<file path="src/rtl/ethclk_pkg.sv">
package ethclk_pkg;
    localparam int DIV_W = 3;
    localparam int DLY_W = 2;

    typedef struct packed {
        logic             inv;
        logic [DLY_W-1:0] dly;
        logic [DIV_W-1:0] div;
        logic             sel;
        logic             rgmii;
        logic             gate;
        logic             en;
    } ctl_t;

    localparam int CTL_W = $bits(ctl_t);
    localparam logic [DIV_W-1:0] DIV_MIN = DIV_W'(2);

    typedef enum logic [1:0] {
        SPD_10M    = 2'd0,
        SPD_100M   = 2'd1,
        SPD_1G     = 2'd2,
        SPD_1G_ALT = 2'd3
    } speed_e;

    localparam ctl_t CTL_RST = '{inv: 1'b0, dly: DLY_W'(1), div: '0, sel: 1'b0,
                                 rgmii: 1'b1, gate: 1'b0, en: 1'b0};
endpackage

</file>
<file path="src/rtl/ethclk_regs.sv">
module ethclk_regs
    import ethclk_pkg::*;
(
    input  logic             clk,
    input  logic             rst_n,
    input  logic             we,
    input  logic [CTL_W-1:0] wdata,
    output ctl_t             ctl_o
);
    ctl_t ctl_d, ctl_q, req;

    always_comb begin
        req   = ctl_t'(wdata);
        ctl_d = ctl_q;
        if (we) begin
            ctl_d = req;
            // mode-exclusive fields are cleaned at store time
            if (req.rgmii) ctl_d.inv = 1'b0;
            else           ctl_d.dly = '0;
        end
    end

    always_ff @(posedge clk) begin
        if (!rst_n) ctl_q <= CTL_RST;
        else        ctl_q <= ctl_d;
    end

    assign ctl_o = ctl_q;
endmodule

</file>
<file path="src/rtl/ethclk_prediv.sv">
module ethclk_prediv
    import ethclk_pkg::*;
(
    input  logic             clk,
    input  logic             rst_n,
    input  logic             tick0,
    input  logic             tick1,
    input  logic             sel,
    input  logic [DIV_W-1:0] div,
    input  logic             allow,
    output logic             fire_o
);
    typedef struct packed {
        logic [DIV_W-1:0] cnt;
        logic             half;
    } st_t;

    st_t  st_d, st_q;
    logic tick, legal;

    always_comb begin
        tick   = sel ? tick1 : tick0;
        legal  = (div >= DIV_MIN);
        st_d   = st_q;
        fire_o = 1'b0;
        if (!legal) begin
            st_d.cnt = '0;
        end else if (tick) begin
            if (st_q.cnt >= div - DIV_W'(1)) begin
                st_d.cnt  = '0;
                st_d.half = ~st_q.half;
                // every second divider wrap is one base tick
                fire_o    = st_q.half & allow;
            end else begin
                st_d.cnt = st_q.cnt + DIV_W'(1);
            end
        end
    end

    always_ff @(posedge clk) begin
        if (!rst_n) st_q <= '0;
        else        st_q <= st_d;
    end
endmodule

</file>
<file path="src/rtl/ethclk_speed.sv">
module ethclk_speed
    import ethclk_pkg::*;
#(
    parameter int CNT_W  = 8,
    parameter int R_GIG  = 1,
    parameter int R_FAST = 5,
    parameter int R_SLOW = 50
) (
    input  logic       clk,
    input  logic       rst_n,
    input  logic       fire,
    input  logic [1:0] spd,
    output logic       raw_o
);
    typedef struct packed {
        logic [CNT_W-1:0] cnt;
        logic [CNT_W-1:0] ratio;
        logic             raw;
    } st_t;

    st_t              st_d, st_q;
    logic [CNT_W-1:0] eff;

    function automatic logic [CNT_W-1:0] decode(input logic [1:0] code);
        case (speed_e'(code))
            SPD_10M:  return CNT_W'(R_SLOW);
            SPD_100M: return CNT_W'(R_FAST);
            default:  return CNT_W'(R_GIG);
        endcase
    endfunction

    always_comb begin
        st_d = st_q;
        // a new ratio is only taken while a period has not yet started counting
        eff  = (!st_q.raw && st_q.cnt == '0) ? decode(spd) : st_q.ratio;
        st_d.ratio = eff;
        if (fire) begin
            if (st_q.cnt >= eff - CNT_W'(1)) begin
                st_d.cnt = '0;
                st_d.raw = ~st_q.raw;
            end else begin
                st_d.cnt = st_q.cnt + CNT_W'(1);
            end
        end
    end

    always_ff @(posedge clk) begin
        if (!rst_n) st_q <= '{cnt: '0, ratio: CNT_W'(R_SLOW), raw: 1'b0};
        else        st_q <= st_d;
    end

    assign raw_o = st_q.raw;
endmodule

</file>
<file path="src/rtl/ethclk_phase.sv">
module ethclk_phase
    import ethclk_pkg::*;
#(
    parameter int HW = 16
) (
    input  logic             clk,
    input  logic             rst_n,
    input  logic             raw,
    input  logic             en,
    input  logic             rgmii,
    input  logic [DLY_W-1:0] dly,
    input  logic             inv,
    input  logic             ref_i,
    output logic             clk_o
);
    localparam logic [HW-1:0] HCAP = {{(HW-1){1'b1}}, 1'b0};

    typedef struct packed {
        logic          prev;
        logic [HW-1:0] hcnt;
        logic          seen;
        logic          hvalid;
        logic [HW-1:0] lcnt;
        logic          lagd;
        logic          out;
    } st_t;

    st_t           st_d, st_q;
    logic          toggle, lagging;
    logic [HW-1:0] half_len, lval;

    always_comb begin
        st_d     = st_q;
        toggle   = (raw != st_q.prev);
        lagging  = dly[0] & st_q.hvalid;
        half_len = st_q.hcnt + HW'(1);
        lval     = half_len >> 1;
        if (lval == '0) lval = HW'(1);
        st_d.prev = raw;

        // half-period measurement in system cycles
        if (toggle) begin
            st_d.hcnt   = '0;
            st_d.seen   = 1'b1;
            st_d.hvalid = st_q.seen | st_q.hvalid;
        end else if (st_q.hcnt < HCAP) begin
            st_d.hcnt = st_q.hcnt + HW'(1);
        end

        // quarter-period lag: one pending edge at most
        if (!lagging) begin
            st_d.lagd = raw;
            st_d.lcnt = '0;
        end else if (toggle) begin
            if (st_q.lcnt != '0) st_d.lagd = ~st_q.lagd;
            st_d.lcnt = lval;
        end else if (st_q.lcnt == HW'(1)) begin
            st_d.lagd = ~st_q.lagd;
            st_d.lcnt = '0;
        end else if (st_q.lcnt != '0) begin
            st_d.lcnt = st_q.lcnt - HW'(1);
        end

        // half-period lag is an inversion once the period is known
        st_d.out = en & (rgmii ? (st_q.lagd ^ (dly[1] & st_q.hvalid))
                               : (ref_i ^ inv));
    end

    always_ff @(posedge clk) begin
        if (!rst_n) st_q <= '0;
        else        st_q <= st_d;
    end

    assign clk_o = st_q.out;
endmodule

</file>
<file path="src/rtl/ethclk_gen.sv">
module ethclk_gen
    import ethclk_pkg::*;
#(
    parameter int CNT_W  = 8,
    parameter int HW     = 16,
    parameter int R_GIG  = 1,
    parameter int R_FAST = 5,
    parameter int R_SLOW = 50
) (
    input  logic             clk,
    input  logic             rst_n,
    input  logic             cfg_we,
    input  logic [CTL_W-1:0] cfg_wdata,
    output logic [CTL_W-1:0] cfg_rdata,
    input  logic             src_tick0,
    input  logic             src_tick1,
    input  logic [1:0]       link_speed,
    input  logic             rmii_ref_i,
    output logic             txclk_o
);
    ctl_t ctl;
    logic fire_w, raw_w, allow_w;

    assign allow_w   = ctl.gate & ctl.en & ctl.rgmii;
    assign cfg_rdata = ctl;

    ethclk_regs u_regs (
        .clk   (clk),
        .rst_n (rst_n),
        .we    (cfg_we),
        .wdata (cfg_wdata),
        .ctl_o (ctl)
    );

    ethclk_prediv u_prediv (
        .clk    (clk),
        .rst_n  (rst_n),
        .tick0  (src_tick0),
        .tick1  (src_tick1),
        .sel    (ctl.sel),
        .div    (ctl.div),
        .allow  (allow_w),
        .fire_o (fire_w)
    );

    ethclk_speed #(
        .CNT_W  (CNT_W),
        .R_GIG  (R_GIG),
        .R_FAST (R_FAST),
        .R_SLOW (R_SLOW)
    ) u_speed (
        .clk   (clk),
        .rst_n (rst_n),
        .fire  (fire_w),
        .spd   (link_speed),
        .raw_o (raw_w)
    );

    ethclk_phase #(
        .HW (HW)
    ) u_phase (
        .clk   (clk),
        .rst_n (rst_n),
        .raw   (raw_w),
        .en    (ctl.en),
        .rgmii (ctl.rgmii),
        .dly   (ctl.dly),
        .inv   (ctl.inv),
        .ref_i (rmii_ref_i),
        .clk_o (txclk_o)
    );
endmodule

</file>
<file path="config.mk">
export PLATFORM = sky130hd
export DESIGN_NAME = ethclk_gen
export DESIGN_NICKNAME = d
export VERILOG_FILES = /design/src/rtl/ethclk_pkg.sv /design/src/rtl/ethclk_regs.sv /design/src/rtl/ethclk_prediv.sv /design/src/rtl/ethclk_speed.sv /design/src/rtl/ethclk_phase.sv /design/src/rtl/ethclk_gen.sv
export SDC_FILE = /design/constraint.sdc
export NUM_CORES = 1
export LEC_CHECK = 0
export BUFFER_PORTS_ARGS = -buffer_cell sky130_fd_sc_hd__buf_2
export CAP_MARGIN = 10
export CORE_MARGIN = 1
export CORE_UTILIZATION = 45
export CTS_BUF_LIST = sky130_fd_sc_hd__clkbuf_4
export CTS_CLUSTER_SIZE = 40
export DETAILED_ROUTE_END_ITERATION = 8
export GPL_ROUTABILITY_DRIVEN = 0
export SETUP_SLACK_MARGIN = 0.1
export SYNTH_ARGS = -nofsm -noshare
export SYNTH_HDL_FRONTEND = slang
export SYNTH_SLANG_ARGS = --single-unit
</file>
<file path="constraint.sdc">
create_clock -name clk -period 5.85 [get_ports clk]
set_input_delay 0.585 -clock clk [delete_from_list [all_inputs] [get_ports clk]]
set_output_delay 0.585 -clock clk [all_outputs]
set_load 0.01 [all_outputs]
</file>
### Word level (Yosys, flattened, before mapping)

Cells that the tools add are included.

| operators by class | value |
|---|---|
| add/sub/neg operators | 6 |
| multipliers | 0 |
| divide/modulo/power cells | 0 |
| $lt $le $gt $ge | 4 |
| eq/ne operators | 5 |
| shifts and indexed selects | 0 |
| muxes and demuxes | 18 |
| bitwise logic cells | 13 |
| reduce and logical (&&, ||, !) cells | 13 |

Operator list:

| operator | count |
|---|---|
| $mux 16 | 2 |
| $mux 17 | 1 |
| $add 16x1->16 const B | 1 |
| $eq 16x1->1 const B | 1 |
| $logic_not 16->1 | 1 |
| $lt 16x16->1 const B | 1 |
| $mux 8 | 2 |
| $reduce_bool 16->1 | 1 |
| $sub 16x1->16 const B | 1 |
| $mux 15 | 1 |
| $pmux 6 s2 | 1 |
| $mux 1 | 9 |
| $add 8x1->8 const B | 1 |
| $ge 8x8->1 | 1 |
| $logic_not 8->1 | 1 |
| $reduce_and 2->1 | 4 |
| $sub 8x1->8 const B | 1 |
| $and 1x1->1 | 6 |
| $not 1->1 | 4 |
| $add 3x1->3 const B | 1 |
| $ge 3x2->1 const B | 1 |
| $ge 3x3->1 | 1 |
| $mux 3 | 1 |
| $ne 3x2->1 const B | 1 |
| 13 further kinds | 14 |

| word-level totals | value |
|---|---|
| register bits | 68 |
| bits in latches | 0 |
| memory bits (writable) | 0 |
| memory bits (read-only) | 0 |
| input bits | 18 |
| output and inout bits | 11 |
| logic and storage cells | 78 |
| memories kept | 0 |

### Depth between registers and ports, before layout

Gate-level depths: netlist of run 1.

| depth | value |
|---|---|
| depth after elaboration | 7 |
| depth in mapped cells | 14 |
| depth with buffers taken out | 13 |

### Modules after synthesis

From an unflattened synthesis of run 1, not the netlist that was laid out.

| second synthesis, totals | value |
|---|---|
| cell total of the unflattened synthesis | 428 |
| area, all modules | 3784.9 sq um |

By module, submodules not included:

| module | times used | cells an instance | area an instance (sq um) | seq. area each (sq um) |
|---|---|---|---|---|
| ethclk_phase | 1 | 237 | 2043.2 | 740.7 |
| ethclk_speed | 1 | 118 | 1029.7 | 340.3 |
| ethclk_regs | 1 | 35 | 380.4 | 200.2 |
| ethclk_prediv | 1 | 37 | 325.3 | 80.1 |
| ethclk_gen | 1 | 1 | 6.3 | 0.0 |

### Worst setup path after synthesis of run 1

No wires, ideal clock.

| timing path | value |
|---|---|
| kind | flip-flop to flip-flop |
| start | register u_speed.st_q[9] (netlist bit) |
| end | register u_speed.st_q (netlist bit u_speed.raw_o) |
| library setup time | 70 ps |
| arrival time | 2589 ps |
| slack | 3192 ps |
| stages on the path, launching flop included | 15 |
| period minus slack after synthesis | 2658 ps |
| cells stage by stage | dfxtp_1 -> inv_1 -> ha_1 -> nor4b_1 -> nand2_1 -> clkbuf_1 -> nand2_1 -> nand2_1 -> ha_1 -> a211oi_1 -> nand2_1 -> a31oi_1 -> o21a_1 -> or4_1 -> a21oi_1 |

| on the way | value |
|---|---|
| longest elaborated chain between the ends | 6 |

RTL lines:

| item | RTL line | RTL |
|---|---|---|
| start, declared | ethclk_speed.sv:21 | `st_t st_d, st_q;` |
| start signal, assigned | ethclk_speed.sv:48 | `if (!rst_n) st_q <= '{cnt: '0, ratio: CNT_W'(R_SLOW), raw: 1'b0};` |
| start signal, assigned | ethclk_speed.sv:49 | `else st_q <= st_d;` |
| $logic_not 8->1 | ethclk_speed.sv:35 | `eff = (!st_q.raw && st_q.cnt == '0) ? decode(spd) : st_q.ratio;` |
| $logic_and 1x1->1 | ethclk_speed.sv:35 |  |
| $mux 8 | ethclk_speed.sv:35 |  |
| $sub 8x1->8 | ethclk_speed.sv:38 | `if (st_q.cnt >= eff - CNT_W'(1)) begin` |
| $ge 8x8->1 * | ethclk_speed.sv:38 |  |
| $reduce_and 2->1 (no source line) * | -- |  |

Every way passes the cells marked *; elsewhere a longest branch is shown, timed or not.
A chain may end at the register's enable or synchronous reset.

### Worst setup path after layout of run 1

| timing path | value |
|---|---|
| start | register u_speed.st_q[9] (netlist bit) |
| end | register u_speed.st_q[9] (netlist bit) |

| on the way | value |
|---|---|
| longest elaborated chain between the ends | 6 |
| elaborated cells between the ends (all ways) | 7 |
| classes of those cells | add/sub: 2; order compare: 1; mux: 2; reduce/logical: 2 |

RTL lines:

| item | RTL line |
|---|---|
| $logic_not 8->1 | ethclk_speed.sv:35 |
| $logic_and 1x1->1 | ethclk_speed.sv:35 |
| $mux 8 | ethclk_speed.sv:35 |
| $sub 8x1->8 | ethclk_speed.sv:38 |
| $ge 8x8->1 | ethclk_speed.sv:38 |
| $mux 8 * | ethclk_speed.sv:38 |

Marks and branches as above.

==> key figures, run 1 <==
Power and ir drop
  – Leak pwr: 1.63 nW
  – Pwr Total: 787 uW
  – Worst vdd ir: 95.9 uV
  – Power density over cell area: 203 nW/um^2

Logic synthesis
  – Top FF cell, synth: dfxtp_1
  – Cells after Synth: 424
  – EDFF count, synth: 0
  – Distinct cell type count after synthesis: 48
  – Post-synth ARST share: 0%
  – Ys Warns: 0
  – Seq/Total Area, Yosys: 37.5%
  – Top post-synthesis cells by area: dfxtp_1, ha_1, xor2_1
  – Post-Syn Nets: 461
  – Yosys top cell by area: dfxtp_1
  – Average instance area after synthesis: 8.57 sq um
  – Yosys top cell area share: 37.5%
  – Post-Synthesis Cell Area: 3630 sq um
  – Synth Register Bits: 68

Timing
  – Final Hold Slack: 0.423 ns
  – Fmax: 0.304 GHz
  – Final Max Tran Viols: 0
  – Min cycle time layout: 3.29 ns
  – Setup TNS after final layout: 0 ns
  – Setup violations, final: 0
  – Setup Skew: 0.0140 ns
  – Least-Margin Pin Slew: 0.700 ns
  – Final Hold Vio Count: 0
  – Tcrit/Tclk final: 56.2%
  – Max-slew headroom: 52.9%
  – RSZ-0062 raised after global routing: no

Worst setup path
  – Worst setup EP type: flip-flop
  – R2r worst-path depth: 12
  – Critical R2R Capture: u_speed.st_q[9]
  – Crit. Startpoint: u_speed.st_q[9]
  – R2R Setup Slk: 2.56 ns
  – Setup Crit Path Kind: reg2reg
  – Worst EP arrival: 3.55 ns
  – Max FO, Critical Path: 18
  – R2r startpoint: u_speed.st_q[9]
  – Slowest-stage cell, CP: o31ai_2
  – CP Cell Sequence: inv_1 -> ha_1 -> nor4b_1 -> nand2_1 -> o31ai_1 -> ha_1 -> nand2b_1 -> a21o_1 -> a21oi_1 -> o21a_1 -> o31ai_2 -> nor2_1
  – Crit path required time: 6.11 ns
  – CP peak stage delay: 0.57 ns
  – Most frequent CP cell: ha_1
  – Worst Setup Start Kind: flip-flop

Clocking
  – Post_cts resized: 0
  – Post-CTS Setup Repair Bufs: 0
  – Sink Count: 68
  – CTS clk-pin slew, worst paths: 0.10 ns
  – Hold buffer count at CTS: 0
  – CTS tree: built
  – Max clock buf depth: 2
  – Number of CTS-inserted buffers: 9
  – Clk Latency, worst-skew pair: 0.39 ns
  – Root Buffer: clkbuf_4
  – H-tree Lvls: 3

Layout
  – Area Growth Syn to Fin: 6.95%
  – Fin cells: 548
  – Final #Nets: 479
  – # diodes: 0
  – FILL cells: 768
  – Design area: 3890 sq um
  – Share of post-route cells with drive strength above 1: 11.0%

Global route
  – Grt ovf: 0
  – Vias in the first global route: 2835
  – Antenna violations before repair: 0
  – Global-route wire length before repair: 12800 um
  – Gr usage total: 19.1%
  – Largest net degree at the start of global routing: 19

Placed design
  – HPWL Detailed: 5440 um
  – Dpl cell area: 3790 sq um
  – Port bufs: 28
  – Placed cell count: 533

Worst hold path
  – Hold Crit Class: in2reg
  – Hold depth: 3
  – Hold worst-path end: u_regs.ctl_o[9]
  – HP Start: cfg_wdata[9]

Detailed routing
  – Initial DRC count: 190
  – Vias: 2941
  – Drt drc: 0
  – ANT nets after route: 0
  – Routed vias/inst: 5.37
  – Routed WL: 7460 um
  – Post-DR wirelength/cell: 13.6 um
  – DR pass1 iterations: 5

Floorplanning
  – # IOs: 29
  – Starting Density: 46.8%
  – Die Span X: 91.9 um
  – DIE HEIGHT: 91.9 um
  – Die Area: 8440 sq um
  – # rows: 32
  – Core Footprint: 7770 sq um

Run status
  – Status: complete, no violations

Flow run
  – MaxCap Viol Count: 0
## worst max-delay path: cells and delay by family, from the launching register on
kind	cells	cell delay, ns
adder cells (fa/ha/maj)	2	0.34
buffers and inverters	1	0.13
AND/OR/NAND/NOR	4	0.95
flip-flops	1	0.36
AO/OA/AOI/OAI	5	1.37
## worst max path at each step
stage                             endpoint  slack (ns)  depth (start not counted)
after floorplan              u_speed.raw_o        3.19                         14
after global placement    u_speed.st_q[12]        2.69                         12
after detailed placement   u_speed.st_q[9]        2.60                         12
after CTS                 u_speed.st_q[12]        2.53                         12
after global routing      u_speed.st_q[15]        2.13                         12
final                      u_speed.st_q[9]        2.56                         12
## logic make-up after synthesis
family / after synthesis / share of synthesized area, %
xor+xnor: 47 / 11.3
simple gates: 169 / 23.8
buf+inv: 33 / 4.41
mux: 9 / 2.62
flops: 68 / 37.5
fa+ha+maj: 19 / 6.54
compound gates: 79 / 13.9
## layout by cell type, fill, tap and decap left out, types with 6 or more instances in the layout
master / instances
o22ai_1: 11
and4_1: 6
clkbuf_4: 11
xnor2_1: 21
nand3_1: 19
xor2_1: 26
o21ai_0: 10
a21oi_1: 27
buf_2: 28
mux2i_1: 8
a21o_1: 6
dfxtp_1: 68
inv_1: 12
ha_1: 19
nand4_1: 11
nand2_1: 35
nor2_1: 41
nor4_1: 8
nand2b_1: 7
nor3_1: 12
and3_1: 8
## sequential cells by signal, indices dropped and copies added (netlist names)
| name | flops |
|---|---|
| u_phase.clk_o | 1 |
| u_phase.st_q | 36 |
| u_prediv.st_q | 4 |
| u_regs.ctl_o | 10 |
| u_speed.raw_o | 1 |
| u_speed.st_q | 16 |
## where the power goes
group	leakage (nW)	switching, mW	internal [mW]	total, mW
logic	1.02	0.0347	0.0280	0.0626
clock network	0.0616	0.153	0.0909	0.243
registers	0.552	0.00996	0.471	0.481
## synthesized netlist by cell type, types with 2 or more instances
cell type,instances
a31oi_1,2
a21oi_1,27
nor2b_1,5
a21oi_2,2
buf_1,2
o22ai_1,11
o21ai_0,10
mux2i_1,8
nor3_1,12
nand3_1,19
o31a_1,2
buf_2,5
nand4_1,11
clkbuf_1,7
and4_1,6
or4_1,2
nor2_1,41
nand2_1,35
and2_1,2
or3_1,5
o31ai_2,2
xor2_1,26
inv_1,12
o21a_1,3
nor4_1,8
ha_1,19
and3_1,8
dfxtp_1,68
a2bb2oi_1,2
a211oi_1,2
nor3b_1,3
xnor2_1,21
a21o_1,6
nand2b_1,7
buf_4,6
o31ai_1,5
## metrics by stage
| step | util (%) | setup WS, ns |
|---|---|---|
| floorplan | - | 3.19 |
| global placement | 48.8 | 2.69 |
| detailed placement | 48.8 | 2.60 |
| CTS | 50.0 | 2.53 |
| global route | 50.0 | 2.13 |
| finish | 50.0 | 2.56 |
## routing by layer
layer	up-vias	global-route usage [%]	part of all wire (%)
met5	-	0	0
met4	0	7.68	0.50
met3	2	3.40	3.6
met2	50	29.9	46
met1	1353	25.8	50
li1	1536	-	-
## area by class of cell
type | instances | area [sq um] | share of cell area [%]
multi-input cells | 323 | 2110 | 54.4
flip-flops and latches | 68 | 1360 | 35.0
repair buffers | 28 | 140 | 3.60
well taps | 102 | 128 | 3.28
clock buffers | 11 | 82.6 | 2.12
inverters | 12 | 45.0 | 1.16
clock inverters | 4 | 17.5 | 0.451
(Power assumes the default switching activity.)
==> inputs of run 2 (changes only) <==
--- a/config.mk
+++ b/config.mk
@@ -5,6 +5,7 @@
 export SDC_FILE = /design/constraint.sdc
 export NUM_CORES = 1
 export LEC_CHECK = 0
+export ABC_AREA = 1
 export BUFFER_PORTS_ARGS = -buffer_cell sky130_fd_sc_hd__buf_2
 export CAP_MARGIN = 10
 export CORE_MARGIN = 1
==> constraint.sdc (replaced) <==
create_clock -name clk -period 2.8 [get_ports clk]
set_input_delay 0.28 -clock clk [delete_from_list [all_inputs] [get_ports clk]]
set_output_delay 0.28 -clock clk [all_outputs]
set_load 0.01 [all_outputs]
==> key figures, run 2 <==
Logic synthesis
  – Distinct cell type count after synthesis: 41 (-15%)
  – Post-Syn Nets: 580 (+26%)
  – Top-count cell post-synth: nand2_1
  – Top post-synthesis cells by area: dfxtp_1, nand2_1, inv_1
  – Post-Synthesis Cell Area: 3840 sq um (+5.7%)
  – Cells after Synth: 543 (+28%)
  – Average instance area after synthesis: 7.08 sq um (-17%)
  – EDFF count, synth: 0 (unchanged)
  – Seq/Total Area, Yosys: 35.4% (-2.0 points)
  – Post-synth ARST share: 0% (unchanged)
  – Top FF cell, synth: dfxtp_1
  – Yosys top cell area share: 35.4% (-2.0 points)
  – Synth Register Bits: 68 (unchanged)
  – Top post-synthesis cells by count: nand2_1, inv_1, dfxtp_1
  – Ys Warns: 0 (unchanged)
  – Yosys top cell by area: dfxtp_1

Clocking
  – Clk Latency, worst-skew pair: 0.43 ns (+0.04 ns)
  – Max clock buf depth: 2 (unchanged)
  – Root Buffer: clkbuf_4
  – Number of CTS-inserted buffers: 9 (unchanged)
  – CTS tree: built
  – CTS clk-pin slew, worst paths: 0.13 ns (+0.03 ns)
  – H-tree Lvls: 3 (unchanged)
  – Sink Count: 68 (unchanged)

Global route
  – Global-route wire length before repair: 15100 um (+17%)
  – Met3 Track Usage GR: 5.39% (+2.0 points)
  – Largest net degree at the start of global routing: 17 (-2)
  – M2 GR Usage: 38.0% (+8.1 points)
  – GR peak layer: met2
  – Global-route met1 utilization: 26.0% (+0.22 points)
  – Antenna violations before repair: 0 (unchanged)
  – Grt ovf: 0 (unchanged)
  – Vias in the first global route: 3387 (+19%)
  – Gr usage total: 21.8% (+2.7 points)

Floorplanning
  – Starting Density: 46.5% (-0.25 points)
  – Die Span X: 94.4 um (+2.8%)
  – # IOs: 29 (unchanged)
  – Die Area: 8920 sq um (+5.6%)
  – Core Footprint: 8260 sq um (+6.3%)
  – DIE HEIGHT: 94.4 um (+2.8%)
  – # rows: 33 (+3.1%)

Worst setup path
  – Worst EP arrival: 3.17 ns (-0.38 ns)
  – Top Family by Delay on Critical Path: simple AND/OR/NAND/NOR gates
  – WP buf/inv: 2 (+1)
  – CP Cell Sequence: inv_4 -> nand2_4 -> nor3_4 -> nand4_4 -> nand2_1 -> nand2_2 -> nor2_1 -> nand3_2 -> and2_1 -> ha_1 -> nand2_1 -> nor2_1 -> a211oi_2 -> nand3_2 -> buf_6 -> nand3b_1 -> a21oi_2
  – CP peak stage delay: 0.36 ns (-0.21 ns)
  – R2R Setup Slk: 0.002 ns (-2.56 ns)
  – Worst setup EP type: flip-flop
  – Max FO, Critical Path: 7 (-11)
  – Slowest-stage cell, CP: dfxtp_2
  – Crit path required time: 3.17 ns (-2.94 ns)
  – Worst Setup Start Kind: flip-flop
  – Setup Crit Path Kind: reg2reg

Layout
  – Final #Nets: 630 (+32%)
  – Largest Register: u_phase.st_q
  – Max reg flops: 36 (unchanged)
  – Area Growth Syn to Fin: 18.5%
  – Final core occ: 55.2% (+5.1 points)
  – Share of post-route cells with drive strength above 1: 23.9% (+13 points)
  – # diodes: 0 (unchanged)
  – Most frequent cells in the layout: nand2_1, inv_1, dfxtp_1, nor2_1, a21oi_1
  – Design area: 4550 sq um (+17%)
  – Most common cell after layout, fill and taps aside: nand2_1
  – Fin cells: 703 (+28%)

Detailed routing
  – Routed vias/inst: 5.16 (-3.8%)
  – Vias: 3628 (+23%)
  – ANT nets after route: 0 (unchanged)
  – Post-DR wirelength/cell: 13.0 um (-4.8%)
  – Initial DRC count: 91 (-52%)
  – Drt drc: 0 (unchanged)
  – Routed WL: 9110 um (+22%)
  – DR pass1 iterations: 5 (unchanged)

Timing
  – Setup TNS after final layout: 0 ns (unchanged)
  – Min cycle time layout: 2.80 ns (-0.491 ns)
  – Least-Margin Pin Slew: 0.524 ns (-0.176 ns)
  – Setup Skew: 0.0219 ns (+0.00783 ns)
  – Final Max Tran Viols: 0 (unchanged)
  – Max-slew headroom: 65.0% (+12 points)
  – Setup violations, final: 0 (unchanged)
  – Fmax: 0.357 GHz (+18%)
  – RSZ-0062 raised after global routing: yes
  – Tcrit/Tclk final: 99.9% (+44 points)
  – Final Hold Vio Count: 0 (unchanged)

Power and ir drop
  – Leak pwr: 2.13 nW (+31%)
  – Pwr Total: 1.72 mW (+120%)
  – Worst vdd ir: 283 uV (+190%)
  – Power density over cell area: 379 nW/um^2 (+87%)

Flow run
  – MaxCap Viol Count: 0 (unchanged)

Run status
  – Status: complete, no violations

Placed design
  – Port bufs: 28 (unchanged)
  – Placed cell count: 679 (+27%)
  – Dpl cell area: 4150 sq um (+9.6%)
  – HPWL Detailed: 6590 um (+21%)

Worst hold path
  – Hold Crit Class: in2reg
-- run 2: changes by cell type after synthesis, moves of 16 or more --
cell / change
nand2_1: +73
inv_1: +59
nor2_1: +22
a21oi_1: +16
o21ai_0: +16
xnor2_1: -16
-- run 2: repair_timing --
| item | in CTS | in global routing |
|---|---|---|
| hold buffers | 0 | 0 |
| pin swaps | 16 | 18 |
| resized for setup | 30 | 30 |
| setup endpoints to repair | 9 | 9 |
| setup buffers | 6 | 2 |
-- run 2: cell families (layout without fill, tap and decap cells) --
logic type,after synthesis,after routing,share of synthesized area (%)
simple gates,253,253,30.5
xor+xnor,20,20,4.75
fa+ha+maj,19,19,6.18
buf+inv,88,143,9.24
flops,68,68,35.4
compound gates,95,95,13.9
-- run 2: worst paths after layout --
kind | start | to | cells past startpoint
max | u_speed.st_q[11] | u_speed.st_q[15] | 17
min | cfg_wdata[3] | u_regs.ctl_o[3] | 3
max reg2reg | u_speed.st_q[11] | u_speed.st_q[15] | 17
min reg2reg | u_speed.st_q[7] | u_speed.st_q[7] | 2
-- run 2: per-stage QoR --
step / hold slack, ns / worst slack (ns)
2_1_floorplan: 0.391 / 0.189
3_3_place_gp: 0.449 / 0.0568
3_5_place_dp: 0.452 / -0.0637
4_1_cts: 0.0382 / -0.0142
5_1_grt: 0.0534 / -0.280
6_report: 0.0660 / 0.00155
-- run 2: routing by layer --
metal	wire length, um	up-vias	share of wire (%)
met5	0	-	0
met4	175	0	1.9
met3	261	12	2.9
met2	4410	51	48
met1	4270	1693	47
li1	-	1872	-
-- run 2: layout make-up --
cell class / count / area (sq um)
fillers: 811 / 3700
inverters: 78 / 295
well taps: 105 / 131
clock inverters: 7 / 43.8
multi-input cells: 387 / 2340
repair buffers: 49 / 309
flip-flops and latches: 68 / 1370
clock buffers: 9 / 67.6
-- run 2: report_power, final --
group | internal, mW | switching, mW | total (mW)
logic | 0.0661 | 0.101 | 0.167
registers | 0.989 | 0.0162 | 1.01
clock network | 0.177 | 0.375 | 0.553
-- run 2: worst register-to-register path: stages (launching register included) --
cell and delay (ns):
dfxtp_2 0.36, inv_4 0.06, nand2_4 0.07, nor3_4 0.20, nand4_4 0.17, nand2_1 0.12, nand2_2 0.11, nor2_1 0.21
nand3_2 0.12, and2_1 0.17, ha_1 0.29, nand2_1 0.07, nor2_1 0.05, a211oi_2 0.16, nand3_2 0.14, buf_6 0.15
nand3b_1 0.16, a21oi_2 0.13
==> inputs of run 3 (changes only) <==
--- a/config.mk
+++ b/config.mk
@@ -10,7 +10,6 @@
 export CAP_MARGIN = 10
 export CORE_MARGIN = 1
 export CORE_UTILIZATION = 45
-export CTS_BUF_LIST = sky130_fd_sc_hd__clkbuf_4
 export CTS_CLUSTER_SIZE = 40
 export DETAILED_ROUTE_END_ITERATION = 8
 export GPL_ROUTABILITY_DRIVEN = 0
==> key figures, run 3 (synthesized netlist as in run 2, its figures left out) <==
Timing
  – Min cycle time layout: 2.76 ns (-0.0411 ns)
  – Setup violations, final: 0 (unchanged)
  – Final Hold Slack: 0.147 ns (+0.0808 ns)
  – Fmax: 0.363 GHz (+1.5%)
  – Tcrit/Tclk final: 98.5% (-1.5 points)
  – Max-slew headroom: 63.3% (-1.7 points)
  – RSZ-0062 raised after global routing: yes
  – Setup TNS after final layout: 0 ns (unchanged)
  – Final Max Tran Viols: 0 (unchanged)
  – Setup Skew: 0.0121 ns (-0.00972 ns)
  – Least-Margin Pin Slew: 0.550 ns (+0.0253 ns)
  – Final setup margin: 0.0426 ns (+0.0411 ns)
  – Final Hold Vio Count: 0 (unchanged)

Global route
  – Gr usage total: 21.9% (+0.17 points)
  – Antenna violations before repair: 0 (unchanged)
  – Largest net degree at the start of global routing: 17 (unchanged)
  – Grt ovf: 0 (unchanged)
  – Global-route wire length before repair: 15200 um (+1.1%)
  – Vias in the first global route: 3421 (+1.0%)

Detailed routing
  – ANT nets after route: 0 (unchanged)
  – Drt drc: 0 (unchanged)
  – Routed vias/inst: 5.19 (+0.56%)
  – DR pass1 iterations: 5 (unchanged)
  – Vias: 3643 (+0.41%)
  – Post-DR wirelength/cell: 13.0 um (+0.65%)
  – Routed WL: 9160 um (+0.50%)
  – Initial DRC count: 94 (+3.3%)

Layout
  – Most common cell after layout, fill and taps aside: nand2_1
  – Share of post-route cells with drive strength above 1: 23.8% (-0.13 points)
  – Final #Nets: 629 (-0.16%)
  – Final core occ: 55.9% (+0.71 points)
  – Most frequent cells in the layout: nand2_1, inv_1, dfxtp_1, nor2_1, a21oi_1
  – Area Growth Syn to Fin: 20.0%
  – Design area: 4610 sq um (+1.3%)
  – # diodes: 0 (unchanged)
  – Max reg flops: 36 (unchanged)
  – Largest Register: u_phase.st_q
  – Fin cells: 702 (-0.14%)

Clocking
  – Clk Latency, worst-skew pair: 0.35 ns (-0.08 ns)
  – CTS clk-pin slew, worst paths: 0.08 ns (-0.05 ns)
  – Number of CTS-inserted buffers: 9 (unchanged)
  – CTS tree: built
  – Max clock buf depth: 2 (unchanged)
  – Hold buffer count at CTS: 0 (unchanged)
  – Sink Count: 68 (unchanged)
  – Root Buffer: clkbuf_8
  – H-tree Lvls: 3 (unchanged)

Worst hold path
  – Hold Crit Class: in2reg
  – Hold depth: 3 (unchanged)

Floorplanning
  – # IOs: 29 (unchanged)
  – Core Footprint: 8260 sq um (unchanged)
  – DIE HEIGHT: 94.4 um (unchanged)
  – Die Span X: 94.4 um (unchanged)
  – Starting Density: 46.5% (unchanged)
  – # rows: 33 (unchanged)
  – Die Area: 8920 sq um (unchanged)

Flow run
  – MaxCap Viol Count: 0 (unchanged)

Power and ir drop
  – Worst vdd ir: 330 uV (+17%)
  – Power density over cell area: 414 nW/um^2 (+9.4%)
  – Pwr Total: 1.91 mW (+11%)
  – Leak pwr: 2.15 nW (+0.95%)

Placed design
  – HPWL Detailed: 6590 um (unchanged)
  – Pre-CTS WS: -0.0637 ns (unchanged)
  – Port bufs: 28 (unchanged)
  – Placed cell count: 679 (unchanged)
  – Dpl cell area: 4150 sq um (unchanged)

Worst setup path
  – Worst setup EP type: flip-flop
  – Worst EP arrival: 2.98 ns (-0.19 ns)
  – Max FO, Critical Path: 7 (unchanged)
  – R2r worst-path depth: 18 (+1)
  – Worst Setup Start Kind: flip-flop
  – Crit path required time: 3.03 ns (-0.14 ns)
  – Setup Crit Path Kind: reg2reg

Run status
  – Status: complete, no violations
-- run 3: routing by layer --
metal | vias to the layer above | GRT usage [%] | part of all wire [%]
li1 | 1872 | - | -
met1 | 1692 | 26.4 | 46
met2 | 66 | 38.8 | 49
met3 | 13 | 4.67 | 3.7
met4 | 0 | 6.54 | 1.8
met5 | - | 0 | 0
-- run 3: power breakdown --
part	internal (mW)	switching (mW)
combinational	0.0647	0.0990
sequential	0.988	0.0162
clock	0.344	0.398
-- run 3: timing repair --
action	CTS	global route
cloned	0	0
hold endpoints to repair	0	0
setup endpoints to repair	9	9
pin swaps	16	13
buffers inserted	6	1
resized for setup	27	28
-- run 3: area by class of cell --
cell class                      count  area (sq um)
Timing Repair Buffer               48           302
Multi-Input combinational cell    387          2340
Clock buffer                       10           138
Tap cell                          105           131
Clock inverter                      6          40.0
Inverter                           78           293
Sequential cell                    68          1370
Fill cell                         803          3640
-- run 3: critical path, stage by stage, from the launching register on --
cell,delay [ns]
dfxtp_2,0.33
inv_2,0.08
nand2_4,0.07
nor3_4,0.20
nand4_4,0.18
buf_6,0.17
nand2_1,0.06
inv_1,0.07
nor2_2,0.16
nand3_2,0.10
and2_4,0.18
ha_4,0.26
nand4_1,0.12
inv_1,0.09
nand4_1,0.10
nand3_2,0.13
nand2_2,0.08
o21ai_0,0.18
a21oi_1,0.07
-- run 3: final timing paths --
| check | from | to | slack [ns] |
|---|---|---|---|
| setup / recovery | u_speed.st_q[11] | u_speed.raw_o | 0.04 |
| hold / removal | cfg_wdata[3] | u_regs.ctl_o[3] | 0.15 |
| setup reg to reg | u_speed.st_q[11] | u_speed.raw_o | 0.04 |
| hold reg to reg | u_speed.st_q[7] | u_speed.st_q[7] | 0.46 |
